$ cat src/rtl/rxf_pkg.sv
package rxf_pkg;

    typedef enum logic {
        TMR_IDLE = 1'b0,
        TMR_RUN  = 1'b1
    } tmr_state_t;

    typedef enum logic {
        FLAG_LOW  = 1'b0,
        FLAG_HIGH = 1'b1
    } flag_state_t;

    // Threshold code to byte count
    function automatic int unsigned trig_level(input logic [1:0] code);
        case (code)
            2'd0:    return 1;
            2'd1:    return 4;
            2'd2:    return 8;
            default: return 14;
        endcase
    endfunction

endpackage

$ cat src/rtl/rxf_store.sv
module rxf_store #(
    parameter int DEPTH = 16,
    parameter int DW    = 8
) (
    input  logic                         clk,
    input  logic                         rst_n,
    input  logic                         wr_en,
    input  logic [DW-1:0]                wr_data,
    input  logic                         rd_en,
    input  logic                         clear,
    output logic [DW-1:0]                head,
    output logic [$clog2(DEPTH+1)-1:0]   level
);
    localparam int AW = $clog2(DEPTH);
    localparam int CW = $clog2(DEPTH+1);
    localparam logic [AW-1:0] LAST = AW'(DEPTH - 1);

    logic [DW-1:0] mem [DEPTH];
    logic [AW-1:0] wr_ptr, rd_ptr;

    function automatic logic [AW-1:0] bump(input logic [AW-1:0] p);
        return (p == LAST) ? '0 : p + 1'b1;
    endfunction

    always_ff @(posedge clk) begin
        if (wr_en && !clear) mem[wr_ptr] <= wr_data;
    end

    always_ff @(posedge clk or negedge rst_n) begin
        if (!rst_n) begin
            wr_ptr <= '0;
            rd_ptr <= '0;
            level  <= '0;
        end else if (clear) begin
            wr_ptr <= '0;
            rd_ptr <= '0;
            level  <= '0;
        end else begin
            if (wr_en) wr_ptr <= bump(wr_ptr);
            if (rd_en) rd_ptr <= bump(rd_ptr);
            level <= level + CW'(wr_en) - CW'(rd_en);
        end
    end

    assign head = (level == '0) ? '0 : mem[rd_ptr];

    // the level never passes the storage size
    assert_no_overflow_R2: assert property (@(posedge clk) disable iff (!rst_n)
        level <= CW'(DEPTH));

endmodule

$ cat src/rtl/rxf_timer.sv
module rxf_timer
    import rxf_pkg::*;
#(
    parameter int LIMIT = 60
) (
    input  logic clk,
    input  logic rst_n,
    input  logic restart,
    input  logic cancel,
    input  logic hold,
    output logic expire,
    output logic busy
);
    localparam int TW = (LIMIT < 2) ? 1 : $clog2(LIMIT);
    localparam logic [TW-1:0] END_CNT = TW'(LIMIT - 1);

    tmr_state_t state, state_nx;
    logic [TW-1:0] cnt;
    logic stop;

    assign stop = cancel || hold;

    always_comb begin
        state_nx = state;
        unique case (state)
            TMR_IDLE: if (restart && !stop) state_nx = TMR_RUN;
            TMR_RUN: begin
                if (stop)                 state_nx = TMR_IDLE;
                else if (restart)         state_nx = TMR_RUN;
                else if (cnt == END_CNT)  state_nx = TMR_IDLE;
            end
        endcase
    end

    always_ff @(posedge clk or negedge rst_n) begin
        if (!rst_n) begin
            state <= TMR_IDLE;
            cnt   <= '0;
        end else begin
            state <= state_nx;
            if (state_nx == TMR_RUN && !restart) cnt <= cnt + 1'b1;
            else                                 cnt <= '0;
        end
    end

    always_comb begin
        busy   = (state == TMR_RUN);
        expire = (state == TMR_RUN) && !stop && !restart && (cnt == END_CNT);
    end

    // an expiry pulse returns the timer to idle
    assert_expire_idle_R5: assert property (@(posedge clk) disable iff (!rst_n)
        expire |=> (state == TMR_IDLE));

endmodule

$ cat src/rtl/rx_trig_fifo.sv
module rx_trig_fifo
    import rxf_pkg::*;
#(
    parameter int DEPTH      = 16,
    parameter int DW         = 8,
    parameter int CLK_HZ     = 50_000_000,
    parameter int BAUD       = 9600,
    parameter int ETU_CYCLES = CLK_HZ / BAUD,
    parameter int CHAR_UNITS = 15
) (
    input  logic                       clk,
    input  logic                       rst_n,
    input  logic                       rx_en_i,
    input  logic                       rie_i,
    input  logic [1:0]                 trig_sel_i,
    input  logic                       rx_push_i,
    input  logic [DW-1:0]              rx_byte_i,
    input  logic                       pop_i,
    input  logic                       flush_i,
    output logic [DW-1:0]              rd_data_o,
    output logic [$clog2(DEPTH+1)-1:0] level_o,
    output logic                       ready_o,
    output logic                       irq_o
);
    localparam int CW  = $clog2(DEPTH+1);
    localparam int TMO = CHAR_UNITS * ETU_CYCLES;
    localparam logic [CW-1:0] FULL_LVL = CW'(DEPTH);

    logic          push_ok, pop_ok, hit, drop, expire, tmr_busy;
    logic [CW-1:0] lvl_nx, thr;
    flag_state_t   flag, flag_nx;

    assign thr     = CW'(trig_level(trig_sel_i));
    assign push_ok = rx_push_i && rx_en_i && !flush_i && (level_o != FULL_LVL);
    assign pop_ok  = pop_i && !flush_i && (level_o != '0);
    assign lvl_nx  = level_o + CW'(push_ok) - CW'(pop_ok);
    assign hit     = push_ok && (lvl_nx >= thr);
    assign drop    = pop_ok && (lvl_nx < thr);

    rxf_store #(.DEPTH(DEPTH), .DW(DW)) u_store (
        .clk     (clk),
        .rst_n   (rst_n),
        .wr_en   (push_ok),
        .wr_data (rx_byte_i),
        .rd_en   (pop_ok),
        .clear   (flush_i),
        .head    (rd_data_o),
        .level   (level_o)
    );

    rxf_timer #(.LIMIT(TMO)) u_timer (
        .clk     (clk),
        .rst_n   (rst_n),
        .restart (push_ok && (lvl_nx < thr)),
        .cancel  (hit && rie_i),
        .hold    (flush_i || (lvl_nx == '0)),
        .expire  (expire),
        .busy    (tmr_busy)
    );

    // Ready flag state machine
    always_comb begin
        flag_nx = flag;
        unique case (flag)
            FLAG_LOW:  if (!flush_i && (hit || expire)) flag_nx = FLAG_HIGH;
            FLAG_HIGH: if (flush_i || (drop && !hit))   flag_nx = FLAG_LOW;
        endcase
    end

    always_ff @(posedge clk or negedge rst_n) begin
        if (!rst_n) begin
            flag  <= FLAG_LOW;
            irq_o <= 1'b0;
        end else begin
            flag <= flag_nx;
            if (!rie_i)              irq_o <= 1'b0;
            else if (hit || expire)  irq_o <= 1'b1;
        end
    end

    always_comb ready_o = (flag == FLAG_HIGH);

    // a byte strobed into a full queue is dropped
    assert_full_drop_R2: assert property (@(posedge clk) disable iff (!rst_n)
        (rx_push_i && rx_en_i && level_o == FULL_LVL && !pop_i && !flush_i)
        |=> level_o == FULL_LVL);
    // no interrupt survives an edge with interrupts disabled
    assert_irq_gate_R4: assert property (@(posedge clk) disable iff (!rst_n)
        !rie_i |=> !irq_o);
    // popping an empty queue changes nothing
    assert_pop_empty_R6: assert property (@(posedge clk) disable iff (!rst_n)
        (pop_i && level_o == '0 && !rx_push_i && !flush_i)
        |=> (level_o == '0 && $stable(ready_o)));
    // flush empties and clears the flag
    assert_flush_R8: assert property (@(posedge clk) disable iff (!rst_n)
        flush_i |=> (level_o == '0 && !ready_o));
    // receive disabled keeps the level
    assert_rx_off_R9: assert property (@(posedge clk) disable iff (!rst_n)
        (!rx_en_i && !pop_i && !flush_i) |=> $stable(level_o));
    // simultaneous push and pop hold the level
    assert_push_pop_R10: assert property (@(posedge clk) disable iff (!rst_n)
        (rx_push_i && rx_en_i && pop_i && !flush_i &&
         level_o != '0 && level_o != FULL_LVL) |=> $stable(level_o));
    // timer idle while the queue is empty
    assert_idle_empty_R11: assert property (@(posedge clk) disable iff (!rst_n)
        (level_o == '0) |-> !tmr_busy);

endmodule

$ cat config.mk
export PLATFORM = sky130hd
export DESIGN_NAME = rx_trig_fifo
export DESIGN_NICKNAME = d
export VERILOG_FILES = /design/src/rtl/rxf_pkg.sv /design/src/rtl/rxf_store.sv /design/src/rtl/rxf_timer.sv /design/src/rtl/rx_trig_fifo.sv
export SDC_FILE = /design/constraint.sdc
export NUM_CORES = 1
export LEC_CHECK = 0
export BUFFER_PORTS_ARGS = -buffer_cell sky130_fd_sc_hd__clkbuf_2
export CELL_PAD_IN_SITES_DETAIL_PLACEMENT = 1
export CELL_PAD_IN_SITES_GLOBAL_PLACEMENT = 1
export CORE_ASPECT_RATIO = 0.9
export CORE_MARGIN = 3
export CORE_UTILIZATION = 57
export DETAILED_ROUTE_END_ITERATION = 8
export MAX_ROUTING_LAYER = met4
export PLACE_DENSITY_LB_ADDON = 0.1
export SLEW_MARGIN = 20
export SYNTH_ARGS = -nofsm -noshare
export SYNTH_HDL_FRONTEND = slang
export SYNTH_SLANG_ARGS = --single-unit
$ cat constraint.sdc
create_clock -name clk -period 12.3 [get_ports clk]
set_clock_uncertainty 0.15 [all_clocks]
set_input_delay 1.845 -clock clk [delete_from_list [all_inputs] [get_ports clk]]
set_output_delay 1.845 -clock clk [all_outputs]
set_load 0.03 [all_outputs]
## Word level (Yosys, flattened, before mapping)

Memories as Yosys holds them, arrays and structs flattened.
Index checks and enable logic that the tools add are counted.

| word-level totals | value |
|---|---|
| register bits | 33 |
| memory bits (writable) | 128 |
| word-level logic and storage cells | 77 |
| output and inout port bits | 15 |
| memories | 1 |
| input port bits | 17 |

| operators by class | value |
|---|---|
| bitwise logic cells | 2 |
| equal/unequal tests | 7 |
| $add $sub $neg | 5 |
| muxes and demuxes | 22 |
| order comparisons | 2 |
| reduce and logical (&&, ||, !) cells | 31 |

Memories:

| memory | words | width | rd ports | clocked after memory_dff | write ports | line | source |
|---|---|---|---|---|---|---|---|
| u_store.mem | 16 | 8 | 1 | 0 | 1 | rxf_store.sv:18 | `logic [DW-1:0] mem [DEPTH];` |

Operators by type and width:

| cell | number |
|---|---|
| 4-bit 2-to-1 mux | 6 |
| 17-bit by 1-bit adder with 17-bit output (second input constant) | 1 |
| 17-bit equality test (second input constant) | 1 |
| 1-bit logical AND | 17 |
| 17-bit 2-to-1 mux | 1 |
| 4-bit case mux with 3 select lines | 1 |
| 5-bit zero test | 2 |
| 1-bit 2-to-1 mux | 10 |
| 4-bit by 1-bit adder with 4-bit output (second input constant) | 2 |
| 4-bit equality test (second input constant) | 2 |
| 8-bit 2-to-1 mux | 1 |
| 5-bit by 1-bit adder with 5-bit output | 1 |
| 5-bit >= comparator | 1 |
| 5-bit less-than comparator | 1 |
| 5-bit 2-to-1 mux | 1 |
| 5-bit != test (second input constant) | 1 |
| 5-bit nonzero test | 1 |
| 5-bit by 1-bit subtractor with 5-bit output | 1 |
| 1-bit zero test | 4 |
| 1-bit logical OR | 4 |
| 1-bit case mux with 2 select lines | 2 |
| 2-bit nonzero test | 2 |
| 2-bit by 1-bit equality test with 1-bit output (second input constant) | 1 |
| 2-bit equality test (second input constant) | 1 |
| 3 further kinds | 4 |

## Logic depth before layout (Yosys ltp)

| logic depth | value |
|---|---|
| word-level depth | 17 |
| mapped depth | 18 |
| depth with buffers taken out | 17 |

## By module

From an unflattened synthesis, not the netlist that was laid out.

| unflattened totals | value |
|---|---|
| cell total of the unflattened synthesis | 486 |
| area, all modules | 7293.2 um2 |

By module, submodules not included:

| module | area each (um2) | instances | cells an instance | seq. area each (um2) |
|---|---|---|---|---|
| rxf_store | 5855.6 | 1 | 335 | 4169.0 |
| rxf_timer | 964.7 | 1 | 94 | 450.4 |
| rx_trig_fifo | 473.0 | 1 | 57 | 50.0 |

## Least setup slack after synthesis

No wires, ideal clock.

| timing path | value |
|---|---|
| path kind | in2reg |
| start point | in flush_i |
| end point | reg u_timer.cnt[12] |
| setup time | 119 ps |
| path slack | 7396 ps |
| data required time | 12031 ps |
| path buffers | 2 |
| arrival | 4635 ps |
| stages | 14 |
| cells stage by stage | buf_6 > or3_1 > ha_1 > nand3_1 > and3_2 > nor2_1 > inv_1 > ha_1 > and3_1 > a221oi_1 > a31oi_1 > o211ai_2 > buf_4 > nor2_1 |

| between the ends | value |
|---|---|
| word-level cells in the longest chain between the ends | 15 |
| elaborated cells between the ends (all ways) | 24 |
| classes of those cells | add/sub: 2; order compare: 2; mux: 5; reduce/logical: 15 |

RTL lines:

| what | line | source |
|---|---|---|
| start: declaration | rx_trig_fifo.sv:19 | `input logic flush_i,` |
| 1-bit zero test | rx_trig_fifo.sv:34, rx_trig_fifo.sv:35 |  |
| 1-bit logical AND (2 in series) | rx_trig_fifo.sv:34 | `assign push_ok = rx_push_i && rx_en_i && !flush_i && (level_o != FULL_LVL);` |
| 5-bit by 1-bit adder with 5-bit output | rx_trig_fifo.sv:36 | `assign lvl_nx = level_o + CW'(push_ok) - CW'(pop_ok);` |
| 5-bit by 1-bit subtractor with 5-bit output | rx_trig_fifo.sv:36 |  |
| 5-bit >= comparator | rx_trig_fifo.sv:37 | `assign hit = push_ok && (lvl_nx >= thr);` |
| 1-bit logical AND | rx_trig_fifo.sv:37 |  |
| 1-bit logical AND | rx_trig_fifo.sv:55 | `.cancel (hit && rie_i),` |
| 1-bit logical OR | rxf_timer.sv:21 | `assign stop = cancel \|\| hold;` |
| 1-bit zero test | rxf_timer.sv:26 | `TMR_IDLE: if (restart && !stop) state_nx = TMR_RUN;` |
| 1-bit logical AND | rxf_timer.sv:26 |  |
| 1-bit 2-to-1 mux | rxf_timer.sv:26 |  |
| 1-bit case mux with 2 select lines | rxf_timer.sv:25 | `unique case (state)` |
| 1-bit logical AND (*) | rxf_timer.sv:41 | `if (state_nx == TMR_RUN && !restart) cnt <= cnt + 1'b1;` |
| 17-bit 2-to-1 mux (*) | rxf_timer.sv:41 |  |
| end signal: assignment | rxf_timer.sv:41 |  |
| end: declaration | rxf_timer.sv:18 | `logic [TW-1:0] cnt;` |

Every way passes the cells marked *; elsewhere a longest branch is shown, timed or not.
A chain may end at the register's enable or synchronous reset.

## Worst setup path in the final report

| timing path | value |
|---|---|
| start point | in flush_i |
| end point | reg u_timer.cnt[2] |

Same word-level chain as after synthesis.

==> results.md <==
* Final min period at 5.67 ns
* Layout cells sized above 1 at 22.5%
* Setup TNS at 0 ns
* Leakage Power at between 2 and 3 nW
* DP Worst Slack at approximately 6.3 ns
* Top FF cell, synth: edfxtp_1
* Drc violations at 0
* Syn_nets at around 450
* Power, Total at between 1 and 1.5 mW
* Reg area at roughly 4700 µm²
* Status: finished, final reports clean
* Remaining global-route overflow at 0
* Final ANT Viol Nets at 0
* Area delta synth->final at 12.0%
* Synthesized flop and latch total at 161
* Sink Count at about 160
* Post-CTS setup buffers at 0
* Placed instance area at around 7300 µm²
* CP Capture Type: flop
* CP max FO at 20
* Initial DRT Pass Iterations at 4
* Slew @ Worst Pin at 0.881 ns
* Die width at roughly 120 µm
* Fillers at about 1,000
* Largest net degree at the start of global routing at 38
* Iter 0 DRT Violations at between 300 and 400
* F_max at ~0.18 GHz
* Ant. Diodes at 0
* Routed WL at roughly 16,000 µm
* Worst Path Arrival at approximately 5.8 ns
* Die ar. at roughly 14,000 µm²
* Maximum VDD drop at 0.143 mV
* Seq/Total Area, Yosys at between 60% and 70%
* Placer congestion estimate at 0.848
* Leading cell type in the layout, fill and taps excluded: edfxtp_1
* Synth unique cells at 51
* Post-route cell area at approximately 8000 µm²
* Area of the mapped netlist at between 6000 and 7000 µm²
* Clk pin slew, worst setup/hold paths at 0.05 ns
* DR vias/cell at 6.26
* Final Hold Fails at 0
* Final nets at 492
* CTS Buffer Depth at 2
* Max-cap violations at 0
* Syn_area_per_cell at roughly 17 µm²
* Clock latency on the worst-skew pair at roughly 0.42 ns
* Worst slew margin at about two fifths
* Cts hold-fix bufs at 0
* Crit start category: input pin
* Asr flop ratio synth at about 20%
* Initial Util at between 50% and 60%
* Root Buffer: clkbuf_16
* Number of synthesis warnings at 0
* Tcrit/Tclk final at a little under half
* Chip height at around 110 µm
* Routed vias at between 3,000 and 4,000
* Slew Viols, Final at 0
* I/O pins at 32
* Worst EP required at between 10 and 15 ns
* Cells after Synth at between 400 and 500
* PostCTS Resize Cnt at 0
* Area of the core at between 10,000 and 15,000 µm²
* Final setup vio count at 0
* Number of global-route vias before repair at 4,256
* Global Route Usage Sum at approximately a quarter
* Util after Layout at between 60% and 70%
* Most frequent cells in the layout: edfxtp_1, mux4_2, dfrtp_1, clkbuf_2, nor2_1
* Hold Crit Class: reg2reg
* EDFF count, synth at roughly 130
* Rows at 37
* RSZ-0062 raised after global routing: no
* # port buffers at 31
* WL/cell at ~26 µm
* Final worst slack at approximately 6.6 ns
* Antenna violations before repair at 0
* CTS tree: built
* Total CTS buffers at 17
* Power Density at roughly 190 nW/µm²
* Kind of critical path: in2reg
* Area of the multi-input gates at 2190 µm²
* H-tree depth at 4
* First-pass GRT wire length at approximately 25,000 µm
* DP HPWL at around 11,000 µm
[synth_stat cells, types with 4 or more instances]
master / number / area (µm²)
a21oi_1: 12 / 60.1
a31oi_1: 4 / 25.0
and2_1: 13 / 81.3
and3_1: 8 / 50.1
clkbuf_1: 6 / 22.5
dfrtp_1: 33 / 826
edfxtp_1: 128 / 3840
ha_1: 15 / 188
inv_1: 15 / 56.3
mux4_2: 40 / 901
nand2_1: 17 / 63.8
nand3_1: 8 / 40.0
nand4_1: 5 / 31.3
nor2_1: 30 / 113
nor2b_1: 12 / 75.1
o21ai_0: 4 / 20.0
xnor2_1: 8 / 70.1
xor2_1: 11 / 96.3
[layer usage]
metal,track usage [%],vias to the layer above,share of wire [%],wire length (µm)
met5,-,-,0,0
met4,7.69,0,1.7,271
met3,6.17,23,5.7,925
met2,39.2,137,49,7890
met1,38.2,2052,44,7050
li1,-,1718,-,-
[cells by family after synthesis]
group	synth area share, %
DFF	66.8
muxes	12.9
buffers and inverters	1.83
and+or+nand+nor	9.19
AOI/OAI and AO/OA	3.90
xor gates and xnor gates	2.38
adders and majority gates	2.97
[registers in the layout, indices dropped and copies added, names as in the netlist]
register and cells:
u_store.rd_ptr 4, ready_o 1, u_timer.cnt 17, u_store.level 5
u_timer.busy 1, u_store.wr_ptr 4, u_store.mem 128, irq_o 1
[final timing paths]
check,from,to,slack [ns],cells after the start
max in group asynchronous,rst_n,u_store.rd_ptr[0]$_DFFE_PN0P_,10.02,1
min reg2reg,u_timer.cnt[0]$_DFF_PN0_,u_timer.cnt[0]$_DFF_PN0_,0.34,1
min in group asynchronous,rst_n,u_store.level[3]$_DFF_PN0_,1.37,1
min,u_timer.cnt[0]$_DFF_PN0_,u_timer.cnt[0]$_DFF_PN0_,0.34,1
max reg2reg,u_store.level[3]$_DFF_PN0_,u_timer.cnt[2]$_DFF_PN0_,7.42,16
max,flush_i,u_timer.cnt[2]$_DFF_PN0_,6.63,12
[per-stage QoR]
stage	instances	hold WS (ns)
floorplan	419	0.302
global placement	596	0.317
detailed placement	596	0.333
CTS	628	0.349
global route	628	0.366
finish	628	0.341
[report_power, final]
part	internal [mW]	switching, mW	total (mW)	leakage (nW)
Sequential	0.601	0.0123	0.613	1.60
Combinational	0.143	0.226	0.369	0.863
Clock	0.286	0.189	0.475	0.257
Total	1.03	0.427	1.46	2.73
[worst max-delay path, cell delays in order]
cell      delay [ns]
clkbuf_2        0.35
a211o_2         0.28
clkinv_1        0.30
ha_1            0.35
fa_1            0.44
xor2_1          0.27
ha_1            0.28
and3_1          0.20
a221oi_1        0.49
a31oi_1         0.20
o211ai_2        0.63
nor2_1          0.12
[layout make-up]
| cell class | count | area share (%) |
|---|---|---|
| Clock buffer | 32 | 6.80 |
| Inverter | 16 | 0.768 |
| Timing Repair Buffer | 34 | 2.27 |
| Multi-Input combinational cell | 229 | 28.0 |
| Sequential cell | 161 | 59.7 |
| Tap cell | 156 | 2.49 |
(Power assumes the default switching activity.)
